[config.mk]
export PLATFORM = sky130hd
export DESIGN_NAME = reg_err_monitor
export DESIGN_NICKNAME = d
export VERILOG_FILES = /design/src/rtl/regerr_pkg.sv /design/src/rtl/regerr_addr_class.sv /design/src/rtl/regerr_evt_decode.sv /design/src/rtl/regerr_flag_bank.sv /design/src/rtl/reg_err_monitor.sv
export SDC_FILE = /design/constraint.sdc
export NUM_CORES = 1
export LEC_CHECK = 0
export BUFFER_PORTS_ARGS = -buffer_cell sky130_fd_sc_hd__buf_2
export CORE_AREA = 2 2 39 41
export DETAILED_ROUTE_END_ITERATION = 10
export DIE_AREA = 0 0 41 43
export SETUP_SLACK_MARGIN = 0.02
export SYNTH_ARGS = -nofsm -noshare
export SYNTH_HDL_FRONTEND = slang
export SYNTH_HIERARCHICAL = 1
export SYNTH_SLANG_ARGS = --single-unit
[constraint.sdc]
create_clock -name clk -period 1.3 [get_ports clk]
set_input_delay 0.26 -clock clk [delete_from_list [all_inputs] [get_ports clk]]
set_output_delay 0.26 -clock clk [all_outputs]
set_load 0.05 [all_outputs]
[src/rtl/regerr_pkg.sv]
package regerr_pkg;

  localparam int CLS_W    = 3;
  localparam int FLAG_NUM = 4;
  localparam int FLAG_LSB = 2;

  // flag indices inside the flag bank; status bit = FLAG_LSB + index
  localparam int FL_ADDR = 0;
  localparam int FL_TEST = 1;
  localparam int FL_RO   = 2;
  localparam int FL_FIFO = 3;

  typedef enum logic [CLS_W-1:0] {
    ACC_RW   = 3'd0,
    ACC_RO   = 3'd1,
    ACC_TEST = 3'd2,
    ACC_RSVD = 3'd3,
    ACC_NONE = 3'd4
  } acc_class_e;

  localparam int DEF_DEPTH = 16;

  function automatic logic [CLS_W*DEF_DEPTH-1:0] default_map();
    logic [CLS_W*DEF_DEPTH-1:0] m;
    m = '0;
    for (int i = 0; i < DEF_DEPTH; i++) begin
      acc_class_e c;
      if (i == 8 || i == 9)        c = ACC_TEST;
      else if (i == 12 || i == 15) c = ACC_RSVD;
      else if (i == 13 || i == 14) c = ACC_RO;
      else                         c = ACC_RW;
      m[i*CLS_W +: CLS_W] = c;
    end
    return m;
  endfunction

endpackage

[src/rtl/regerr_addr_class.sv]
module regerr_addr_class
  import regerr_pkg::*;
#(
  parameter int ADDR_W    = 8,
  parameter int MAP_DEPTH = DEF_DEPTH,
  parameter logic [ADDR_W-1:0] STATUS_ADDR = 8'h0D,
  parameter logic [CLS_W*MAP_DEPTH-1:0] CLASS_MAP = default_map()
) (
  input  logic [ADDR_W-1:0] addr,
  output acc_class_e        cls
);

  logic [CLS_W-1:0] code;
  logic             hit;

  always_comb begin
    code = '0;
    hit  = 1'b0;
    for (int i = 0; i < MAP_DEPTH; i++) begin
      if (addr == ADDR_W'(i)) begin
        code = CLASS_MAP[i*CLS_W +: CLS_W];
        hit  = 1'b1;
      end
    end
  end

  always_comb begin
    if (addr == STATUS_ADDR) begin
      cls = ACC_RO;
    end else if (!hit) begin
      cls = ACC_NONE;
    end else begin
      case (code)
        3'd0:    cls = ACC_RW;
        3'd1:    cls = ACC_RO;
        3'd2:    cls = ACC_TEST;
        3'd3:    cls = ACC_RSVD;
        default: cls = ACC_NONE;
      endcase
    end
  end

endmodule

[src/rtl/regerr_evt_decode.sv]
module regerr_evt_decode
  import regerr_pkg::*;
(
  input  logic                wr_en,
  input  acc_class_e          cls,
  input  logic                fifo_ovf,
  output logic [FLAG_NUM-1:0] set_vec
);

  always_comb begin
    set_vec = '0;
    set_vec[FL_FIFO] = fifo_ovf;
    if (wr_en) begin
      case (cls)
        ACC_RO: begin
          set_vec[FL_RO]   = 1'b1;
          set_vec[FL_ADDR] = 1'b1;
        end
        ACC_TEST: set_vec[FL_TEST] = 1'b1;
        ACC_RSVD, ACC_NONE: set_vec[FL_ADDR] = 1'b1;
        default: ;
      endcase
    end
  end

endmodule

[src/rtl/regerr_flag_bank.sv]
module regerr_flag_bank #(
  parameter int N = 4
) (
  input  logic         clk,
  input  logic         rst,
  input  logic [N-1:0] set_i,
  input  logic         clr_i,
  output logic [N-1:0] flag_q
);

  for (genvar i = 0; i < N; i++) begin : g_flag
    logic bit_q;

    always_ff @(posedge clk) begin
      if (rst) bit_q <= 1'b0;
      else     bit_q <= set_i[i] | (bit_q & ~clr_i);
    end

    assign flag_q[i] = bit_q;


    sticky_hold_chk: assert property (@(posedge clk) disable iff (rst)
      (bit_q && !clr_i) |=> bit_q);


    read_clear_chk: assert property (@(posedge clk) disable iff (rst)
      (clr_i && !set_i[i]) |=> !bit_q);


    keep_new_chk: assert property (@(posedge clk) disable iff (rst)
      (clr_i && set_i[i]) |=> bit_q);
  end

endmodule

[src/rtl/reg_err_monitor.sv]
module reg_err_monitor
  import regerr_pkg::*;
#(
  parameter int ADDR_W    = 8,
  parameter int STAT_W    = 8,
  parameter int MAP_DEPTH = DEF_DEPTH,
  parameter logic [ADDR_W-1:0] STATUS_ADDR = 8'h0D,
  parameter logic [CLS_W*MAP_DEPTH-1:0] CLASS_MAP = default_map()
) (
  input  logic              clk,
  input  logic              rst,
  input  logic              wr_en,
  input  logic [ADDR_W-1:0] wr_addr,
  input  logic              fifo_ovf,
  input  logic              stat_rd,
  output logic [STAT_W-1:0] rd_data
);

  localparam int FLAG_MSB = FLAG_LSB + FLAG_NUM - 1;

  acc_class_e          cls;
  logic [FLAG_NUM-1:0] set_vec;
  logic [FLAG_NUM-1:0] flags_q;
  logic [STAT_W-1:0]   status_w;

  regerr_addr_class #(
    .ADDR_W      (ADDR_W),
    .MAP_DEPTH   (MAP_DEPTH),
    .STATUS_ADDR (STATUS_ADDR),
    .CLASS_MAP   (CLASS_MAP)
  ) u_class (
    .addr (wr_addr),
    .cls  (cls)
  );

  regerr_evt_decode u_dec (
    .wr_en    (wr_en),
    .cls      (cls),
    .fifo_ovf (fifo_ovf),
    .set_vec  (set_vec)
  );

  regerr_flag_bank #(.N(FLAG_NUM)) u_bank (
    .clk    (clk),
    .rst    (rst),
    .set_i  (set_vec),
    .clr_i  (stat_rd),
    .flag_q (flags_q)
  );

  for (genvar b = 0; b < STAT_W; b++) begin : g_stat
    if (b >= FLAG_LSB && b <= FLAG_MSB) begin : g_live
      assign status_w[b] = flags_q[b-FLAG_LSB];
    end else begin : g_zero
      assign status_w[b] = 1'b0;
    end
  end

  always_ff @(posedge clk) begin
    if (rst)          rd_data <= '0;
    else if (stat_rd) rd_data <= status_w;
  end


  fifo_set_chk: assert property (@(posedge clk) disable iff (rst)
    fifo_ovf |=> flags_q[FL_FIFO]);


  ro_pair_chk: assert property (@(posedge clk) disable iff (rst)
    (wr_en && cls == ACC_RO) |=> (flags_q[FL_RO] && flags_q[FL_ADDR]));


  rw_quiet_chk: assert property (@(posedge clk) disable iff (rst)
    (wr_en && cls == ACC_RW && !fifo_ovf && !stat_rd) |=> (flags_q == $past(flags_q)));


  read_old_chk: assert property (@(posedge clk) disable iff (rst)
    stat_rd |=> (rd_data == $past(status_w)));


  rd_hold_chk: assert property (@(posedge clk) disable iff (rst)
    !stat_rd |=> $stable(rd_data));

endmodule

# Word level (Yosys, flattened, before mapping)
# Index checks and enable logic that the tools add are counted.
# word_totals
register_bits,8
output_inout_bits,8
wordCells,70
# classes
n_eq_ne,22
mux,31
n_bitwise,9
reduce_logical,3
# ops
op,n
$eq 8x4->1 const B,8
$eq 8x3->1 const B,4
$mux 1,19
$eq 8x2->1 const B,2
$mux 2,8
$pmux 3 s4,1
$mux 3,3
$eq 8x1->1 const B,1
$logic_not 8->1,1
$eq 3x2->1 const B,2
$and 1x1->1,4
$eq 2x2->1 const B,2
$or 1x1->1,4
$eq 3x1->1 const B,1
$eq 3x3->1 const B,1
$logic_not 3->1,1
$reduce_or 3->1,1
$eq 2x1->1 const B,1
$not 1->1,1

# Logic depth before layout (Yosys ltp)
# Gate-level depths: netlist (run 1).
# depth
ltp_word,24
depth_mapped,6
ltp_nobuf,6

# Hierarchy
# The synthesis (run 1) kept the hierarchy.
# by_module_without_submodules
module,instances,cells_per_inst,area_per_inst_um2
reg_err_monitor,1,18,173.9
regerr_flag_bank,1,20,170.2
regerr_evt_decode,1,6,48.8
regerr_addr_class,1,6,43.8

# Worst setup path after synthesis (run 1)
# OpenSTA, ideal clock, no wires.
# synth_timing
path_type,input port to flip-flop
startpoint,in wr_addr[5]
endpoint,reg u_bank.g_flag[1].bit_q
setup_ns,0.116
t_arrival_ns,1.096
t_required_ns,1.184
path_slack_ns,0.088
path_stages,5
n_path_buf,0
cell_sequence,nor4_2 and3_1 and4bb_2 inv_1 a21oi_1
# synth_between
elab_chain_len,23
# synth_lines
element,line_no,rtl
"start, declared",reg_err_monitor.sv:13,"input logic [ADDR_W-1:0] wr_addr,"
$logic_not 8->1,regerr_addr_class.sv:20,if (addr == ADDR_W'(i)) begin
$mux 1 (16 in series),regerr_addr_class.sv:20,
$mux 3,regerr_addr_class.sv:30,end else if (!hit) begin
$mux 3 (*),regerr_addr_class.sv:28,if (addr == STATUS_ADDR) begin
net cls[0],reg_err_monitor.sv:21,acc_class_e cls;
$eq 3x2->1 (*),regerr_evt_decode.sv:14,case (cls)
$mux 1 (*),regerr_evt_decode.sv:14,
$mux 3 (*),regerr_evt_decode.sv:13,if (wr_en) begin
net set_vec[1],reg_err_monitor.sv:22,logic [FLAG_NUM-1:0] set_vec;
$or 1x1->1 (*),regerr_flag_bank.sv:16,else bit_q <= set_i[i] | (bit_q & ~clr_i);
"end signal, assigned",regerr_flag_bank.sv:16,
"end, declared",regerr_flag_bank.sv:12,logic bit_q;
# The timed path passes the listed nets; every way through them passes the cells marked *.
# A chain may end at the register's enable or synchronous reset.

# Worst setup path after layout (run 1)
# Ends and elaborated chain as after synthesis.

==> out/metrics.cfg, run 1 <==
[status]
status=complete, no violations

[die]
dieArea_um2=1760
die_y_um=43
rows=14
start_util=0.316
num_io_pins=21
die_x_um=41
core_um2=1380

[pwr]
peakVddDrop_uv=542
leakagePower_nw=0.260
power_per_cell_area_nw_per_um2=1060
total_power_mw=0.535

[logic_synthesis]
yosysWarnings=6
ys_seq_elements=8
syn-instance-count=50
synth.avg_cell_area_um2=8.73
synth_top_area_frac=0.367
synth_cell_types=15
ys_seq_area_frac=0.367
synthTopCellsByArea=dfxtp_1 37%, buf_4 15%, mux2i_1 9.2%
yosysTopAreaCell=dfxtp_1
syn_area_um2=437

[worst_setup_path]
timing.rr.end=rd_data[3]$_SDFFE_PP0P_
cp_slowest_stage_delay_ns=0.32
endpoint_kind=flop
cp-startpoint=wr_addr[5]
rrSetupSlack_ns=0.70
cpLargestDelayFamily=simple AND/OR/NAND/NOR gates
endpoint=u_bank/g_flag[1].bit_q$_SDFF_PP0_
reg2reg_from=u_bank/g_flag[1].bit_q$_SDFF_PP0_
start_kind=primary input
critPathArrivalTime_ns=1.28
crit_slowest_cell=nor4_2
cp.depth=6
worstRegToRegCells=2
cp_max_fo=4
worstSetupPathType=primary input to flop
crit_chain=buf_2 -> nor4_2 -> and3_1 -> and4bb_2 -> inv_1 -> a21oi_1
crit_buf_inv=2
cp.required_ns=1.45

[sta]
slew_viol_final=0
rsz0062_at_grt=false
fin_ws_ns=0.168
hold_viol_final=0
period_needed_ns=1.13
whs_ns=0.242
min_period_over_period=0.871
setup_viol=0
fmax_mhz=884
setup_tns_ns=0
clock_skew_ns=0.00631

[clocking]
cts.path.max_buffers=2
postCtsSetupRepairBufs=0
cts_buffers=3
insertion_delay_ns=0.26
cts_tree=built
htreeDepth=1
ctsRootBufferMaster=clkbuf_4
hold_buffers=0
clk_pin_slew_worst_paths_ns=0.05
clock_sinks=8
cts_resized=0

[global_route]
track_usage=0.0997
grt_overflow=0
antenna_found_initial=0
grt_pass1_vias=285
grt_max_degree=9
grt_first_pass_wirelength_um=1120

[hold_path]
min_path_type=primary input to flop

[final_layout]
drive_gt1_frac=0.365
post-route-cell-area_um2=505
layout_commonest_cell=buf_2
layout_common_cells=16 x buf_2, 8 x dfxtp_1, 5 x inv_1, 5 x a21oi_1
syn2layout_area_growth_pct=15.8
fillCellCount=158
n_antenna_cell=0
nets=78

[detailed_routing]
drc=0
wl_per_cell_um=8.47
vias_per_cell=4.41
postRouteAntennaNets=0
postRouteWirelength_um=669
vias=348
dr.pass1.iters=2
drtIter0Drc=1

[place]
hpwl_um=517
place_area_um2=483
post-place-ws_ns=-0.116
gp_congestion=0.618
io_buffers=16

[flow_run]
cap_violations=0

==> worst min-delay path by stage <==
| stage | slack (ns) | cells past startpoint | start | endpoint |
|---|---|---|---|---|
| 2_1_floorplan | 0.33 | 1 | rst | u_bank/g_flag[0].bit_q$_SDFF_PP0_ |
| 3_3_place_gp | 0.46 | 2 | u_bank/g_flag[3].bit_q$_SDFF_PP0_ | u_bank/g_flag[3].bit_q$_SDFF_PP0_ |
| 3_5_place_dp | 0.46 | 2 | u_bank/g_flag[0].bit_q$_SDFF_PP0_ | u_bank/g_flag[0].bit_q$_SDFF_PP0_ |
| 4_1_cts | 0.23 | 3 | fifo_ovf | u_bank/g_flag[3].bit_q$_SDFF_PP0_ |
| 5_1_grt | 0.23 | 3 | fifo_ovf | u_bank/g_flag[3].bit_q$_SDFF_PP0_ |
| 6_report | 0.24 | 3 | fifo_ovf | u_bank/g_flag[3].bit_q$_SDFF_PP0_ |
==> stage by stage <==
step,util,cells
CTS,0.365,79
global placement,0.349,76
finish,0.365,79
detailed placement,0.349,76
global route,0.365,79
floorplan,-,53
==> logic make-up (layout without fill, tap and decap cells) <==
kind of cell | Yosys count | in the layout | share of synthesized area
and+or+nand+nor | 15 | 15 | 0.223
buffers and inverters | 15 | 25 | 0.209
DFF | 8 | 8 | 0.367
AOI/OAI and AO/OA | 7 | 7 | 0.100
muxes | 4 | 4 | 0.0917
other | 1 | 4 | 0.00859
==> registers in the layout (all words and copies together) (netlist names) <==
| signal | count |
|---|---|
| rd_data | 4 |
| u_bank/g_flag.bit_q | 4 |
==> where the power goes <==
group	internal (mW)	total [mW]	leakage [nW]	switching, mW
Clock	0.106	0.192	0.0138	0.0864
Combinational	0.0284	0.0870	0.181	0.0586
Sequential	0.253	0.256	0.0653	0.00312
==> cell usage after synthesis <==
library cell / count
buf_4: 9
dfxtp_1: 8
a21oi_1: 5
inv_1: 5
mux2i_1: 4
nand2b_1: 4
nor2_1: 4
and3_1: 2
and4bb_2: 2
nand2_1: 2
clkbuf_2: 1
conb_1: 1
nor4_2: 1
o211a_1: 1
o32ai_1: 1
==> cell type report <==
| type | count | area [um^2] | share of cell area |
|---|---|---|---|
| clock buffer | 3 | 22.5 | 0.0446 |
| multi-input combinational | 30 | 196 | 0.389 |
| timing repair buffer | 17 | 87.6 | 0.173 |
| tap | 16 | 20.0 | 0.0396 |
| inverter | 5 | 18.8 | 0.0371 |
| sequential | 8 | 160 | 0.317 |
==> worst register-to-register path: cells and delay by family (launching register included) <==
family / cells / cell delay [ns]
multiplexers: 1 / 0.12
AND/OR/NAND/NOR: 1 / 0.05
flip-flops: 1 / 0.31
==> layer usage <==
metal	global-route usage	wire, um	part of all wire	vias up
met5	0	0	0	-
met4	0.0600	17	0.025	0
met3	0.0785	40	0.060	3
met2	0.134	344	0.51	9
met1	0.104	266	0.40	157
li1	-	-	-	179
Note: power is estimated with default switching activity, not from simulation.
==> inputs of run 2 (changes only) <==
--- a/config.mk
+++ b/config.mk
@@ -5,10 +5,12 @@
 export SDC_FILE = /design/constraint.sdc
 export NUM_CORES = 1
 export LEC_CHECK = 0
+export ABC_AREA = 1
 export BUFFER_PORTS_ARGS = -buffer_cell sky130_fd_sc_hd__buf_2
 export CORE_AREA = 2 2 39 41
 export DETAILED_ROUTE_END_ITERATION = 10
 export DIE_AREA = 0 0 41 43
+export PLACE_DENSITY = 0.67
 export SETUP_SLACK_MARGIN = 0.02
 export SYNTH_ARGS = -nofsm -noshare
 export SYNTH_HDL_FRONTEND = slang
==> out/metrics.cfg, run 2 <==
[status]
status=complete, no violations  ; unchanged

[sta]
min_period_over_period=0.836  ; was 0.871
rsz0062_at_grt=false  ; unchanged
period_needed_ns=1.09  ; was 1.13 ns
setup_tns_ns=0  ; unchanged
hold_viol_final=0  ; unchanged
fmax_mhz=920  ; was 884 MHz
slew_viol_final=0  ; unchanged
clock_skew_ns=0.000176  ; was 0.00631 ns
setup_viol=0  ; unchanged

[die]
core_um2=1380  ; unchanged
dieArea_um2=1760  ; unchanged
rows=14  ; unchanged
die_y_um=43  ; unchanged
start_util=0.374  ; was 0.316
die_x_um=41  ; unchanged
num_io_pins=21  ; unchanged

[pwr]
leakagePower_nw=0.314  ; was 0.260 nW
power_per_cell_area_nw_per_um2=1000  ; was 1060 nW/um^2
power.switching_mw=0.176  ; was 0.148 mW
peakVddDrop_uv=223  ; was 542 uV
netSwitchingFraction=0.307  ; was 0.277
clock_power_share=0.324  ; was 0.359
power.internal_mw=0.398  ; was 0.387 mW
p_comb_frac=0.220  ; was 0.163
pwr-share-seq=0.456  ; was 0.478

[clocking]
htreeDepth=1  ; unchanged
cts_tree=built  ; unchanged
clk_pin_slew_worst_paths_ns=0.05  ; about the same
postCtsSetupRepairBufs=0  ; unchanged
cts.path.max_buffers=2  ; unchanged
cts_buffers=3  ; unchanged
hold_buffers=0  ; unchanged
ctsRootBufferMaster=clkbuf_4  ; unchanged
clock_sinks=8  ; unchanged
cts_resized=0  ; unchanged
insertion_delay_ns=0.25  ; was 0.26 ns

[final_layout]
drive_gt1_frac=0.316  ; was 0.365
syn2layout_area_growth_pct=10.6  ; was 15.8%
layout_common_cells=20 x nand2_1, 16 x buf_2, 13 x nor2_1  ; was 16 x buf_2, 8 x dfxtp_1, 5 x inv_1, 5 x a21oi_1
nets=110  ; was 78
top_regs=rd_data (4), u_bank/g_flag.bit_q (4)  ; unchanged
post-route-cell-area_um2=573  ; was 505 um^2
layout_commonest_cell=nand2_1  ; was buf_2
fillCellCount=151  ; was 158
n_antenna_cell=0  ; unchanged
final_util=0.414  ; was 0.365

[logic_synthesis]
yosysWarnings=6  ; unchanged
yosysMostFrequentCell=nand2_1  ; was buf_4
synthTopCellsByArea=dfxtp_1 31%, nand2_1 14%, buf_4 13%  ; was dfxtp_1 37%, buf_4 15%, mux2i_1 9.2%
synth_top_area_frac=0.309  ; was 0.367
yosysTopAreaCell=dfxtp_1  ; unchanged
ys_seq_elements=8  ; unchanged
synth-main-ff-cell=dfxtp_1  ; unchanged
synthArstFlopShare=0  ; unchanged
syn_area_um2=518  ; was 437 um^2
synth_cell_types=16  ; was 15
synth_edf_count=0  ; unchanged
ys_seq_area_frac=0.309  ; was 0.367
synthTopCellsByCount=20 x nand2_1, 13 x nor2_1, 12 x inv_1, 9 x buf_4, 8 x dfxtp_1  ; was 9 x buf_4, 8 x dfxtp_1, 5 x a21oi_1, 5 x inv_1
synth.avg_cell_area_um2=6.24  ; was 8.73 um^2
syn-instance-count=83  ; was 50

[detailed_routing]
wl_per_cell_um=6.52  ; was 8.47 um
drtIter0Drc=1  ; unchanged
drc=0  ; unchanged
dr.pass1.iters=2  ; unchanged
vias_per_cell=3.80  ; was 4.41
postRouteAntennaNets=0  ; unchanged
vias=422  ; was 348
postRouteWirelength_um=724  ; was 669 um

[global_route]
grt_pass1_vias=379  ; was 285
track_usage=0.116  ; was 0.0997
grt_max_degree=10  ; was 9
antenna_found_initial=0  ; unchanged
grt_first_pass_wirelength_um=1370  ; was 1120 um
grt_overflow=0  ; unchanged

[worst_setup_path]
timing.rr.end=rd_data[3]$_SDFFE_PP0P_  ; unchanged
cp.depth=1  ; was 6
rrSetupSlack_ns=0.71  ; was 0.70 ns
endpoint_kind=output port  ; was flop
start_kind=flop  ; was primary input
endpoint=rd_data[5]  ; was u_bank/g_flag[1].bit_q$_SDFF_PP0_
worstRegToRegCells=4  ; was 2
cpLargestDelayFamily=flip-flops  ; was simple AND/OR/NAND/NOR gates
cp_max_fo=2  ; was 4
crit_buf_inv=1  ; was 2
critPathArrivalTime_ns=0.83  ; was 1.28 ns
cp.required_ns=1.04  ; was 1.45 ns
worstSetupPathType=flop to output port  ; was primary input to flop
crit_slowest_cell=dfxtp_1  ; was nor4_2
reg2reg_from=u_bank/g_flag[1].bit_q$_SDFF_PP0_  ; unchanged
cp-startpoint=rd_data[5]$_SDFFE_PP0P_  ; was wr_addr[5]
cp_slowest_stage_delay_ns=0.32  ; about the same
crit_chain=buf_2  ; was buf_2 -> nor4_2 -> and3_1 -> and4bb_2 -> inv_1 -> a21oi_1

[place]
gp_congestion=0.714  ; was 0.618
hpwl_um=584  ; was 517 um
place_area_um2=551  ; was 483 um^2
io_buffers=16  ; unchanged

[flow_run]
cap_violations=0  ; unchanged

[hold_path]
min_path_type=primary input to flop  ; unchanged
hold_depth=2  ; was 3

## run 2: changes by cell type after synthesis, sizes merged, moves of 2 or more
cell | previous run | this run
and4bb | 2 | 0
inv | 5 | 17
nor3 | 0 | 2
nor2 | 4 | 16
mux2i | 4 | 0
and3 | 2 | 0
nand2 | 2 | 22
nand2b | 4 | 0
## run 2: worst reg2reg max path, delay by kind of cell (launching register included)
| family | cells | cell delay (ns) |
|---|---|---|
| flip-flops | 1 | 0.31 |
| buffers and inverters | 1 | 0.05 |
| AND/OR/NAND/NOR | 3 | 0.14 |
## run 2: stage by stage
step / hold WS, ns / worst slack, ns / cells / power, mW
6_report: 0.242 / 0.213 / 111 / 0.573
5_1_grt: 0.251 / 0.124 / 111 / 0.616
4_1_cts: 0.237 / 0.198 / 111 / 0.587
3_5_place_dp: 0.452 / 0.0190 / 108 / 0.394
3_3_place_gp: 0.446 / 0.0830 / 108 / 0.392
2_1_floorplan: 0.329 / 0.242 / 86 / 0.380
## run 2: cells by family (layout without fill, tap and decap cells)
| family | count (synthesis) | in the layout | synth area share |
|---|---|---|---|
| AOI/OAI and AO/OA | 5 | 5 | 0.0483 |
| DFF | 8 | 8 | 0.309 |
| and+or+nand+nor | 42 | 42 | 0.360 |
| buffers and inverters | 27 | 36 | 0.275 |
| other | 1 | 4 | 0.00724 |
## run 2: worst min path at each step
stage,startpoint,slack [ns],endpoint
after global routing,fifo_ovf,0.25,u_bank/g_flag[3].bit_q$_SDFF_PP0_
after CTS,rst,0.24,u_bank/g_flag[1].bit_q$_SDFF_PP0_
final,rst,0.24,u_bank/g_flag[1].bit_q$_SDFF_PP0_
after detailed placement,u_bank/g_flag[1].bit_q$_SDFF_PP0_,0.45,u_bank/g_flag[1].bit_q$_SDFF_PP0_
after floorplan,rst,0.33,u_bank/g_flag[0].bit_q$_SDFF_PP0_
after global placement,u_bank/g_flag[2].bit_q$_SDFF_PP0_,0.45,u_bank/g_flag[2].bit_q$_SDFF_PP0_
## run 2: layout make-up
class	instances	area [um^2]	area share
clock buffer	3	22.5	0.0393
inverter	17	63.8	0.111
multi-input combinational	51	226	0.395
sequential	8	160	0.279
tap	16	20.0	0.0349
timing repair buffer	16	80.1	0.140
## run 2: power groups by stage
| stage | combinational, mW | clock [mW] | sequential, mW |
|---|---|---|---|
| floorplan | 0.0880 | 0 | 0.292 |
| global placement | 0.126 | 0 | 0.267 |
| detailed placement | 0.127 | 0 | 0.267 |
| CTS | 0.127 | 0.199 | 0.262 |
| global route | 0.140 | 0.213 | 0.263 |
| finish | 0.126 | 0.186 | 0.261 |
## run 2: layer usage
layer,routed length [um],vias up,GRT usage
met3,43,2,0.0157
met2,330,15,0.172
met1,342,156,0.126
met5,0,-,0
met4,7,0,0.120
li1,-,249,-
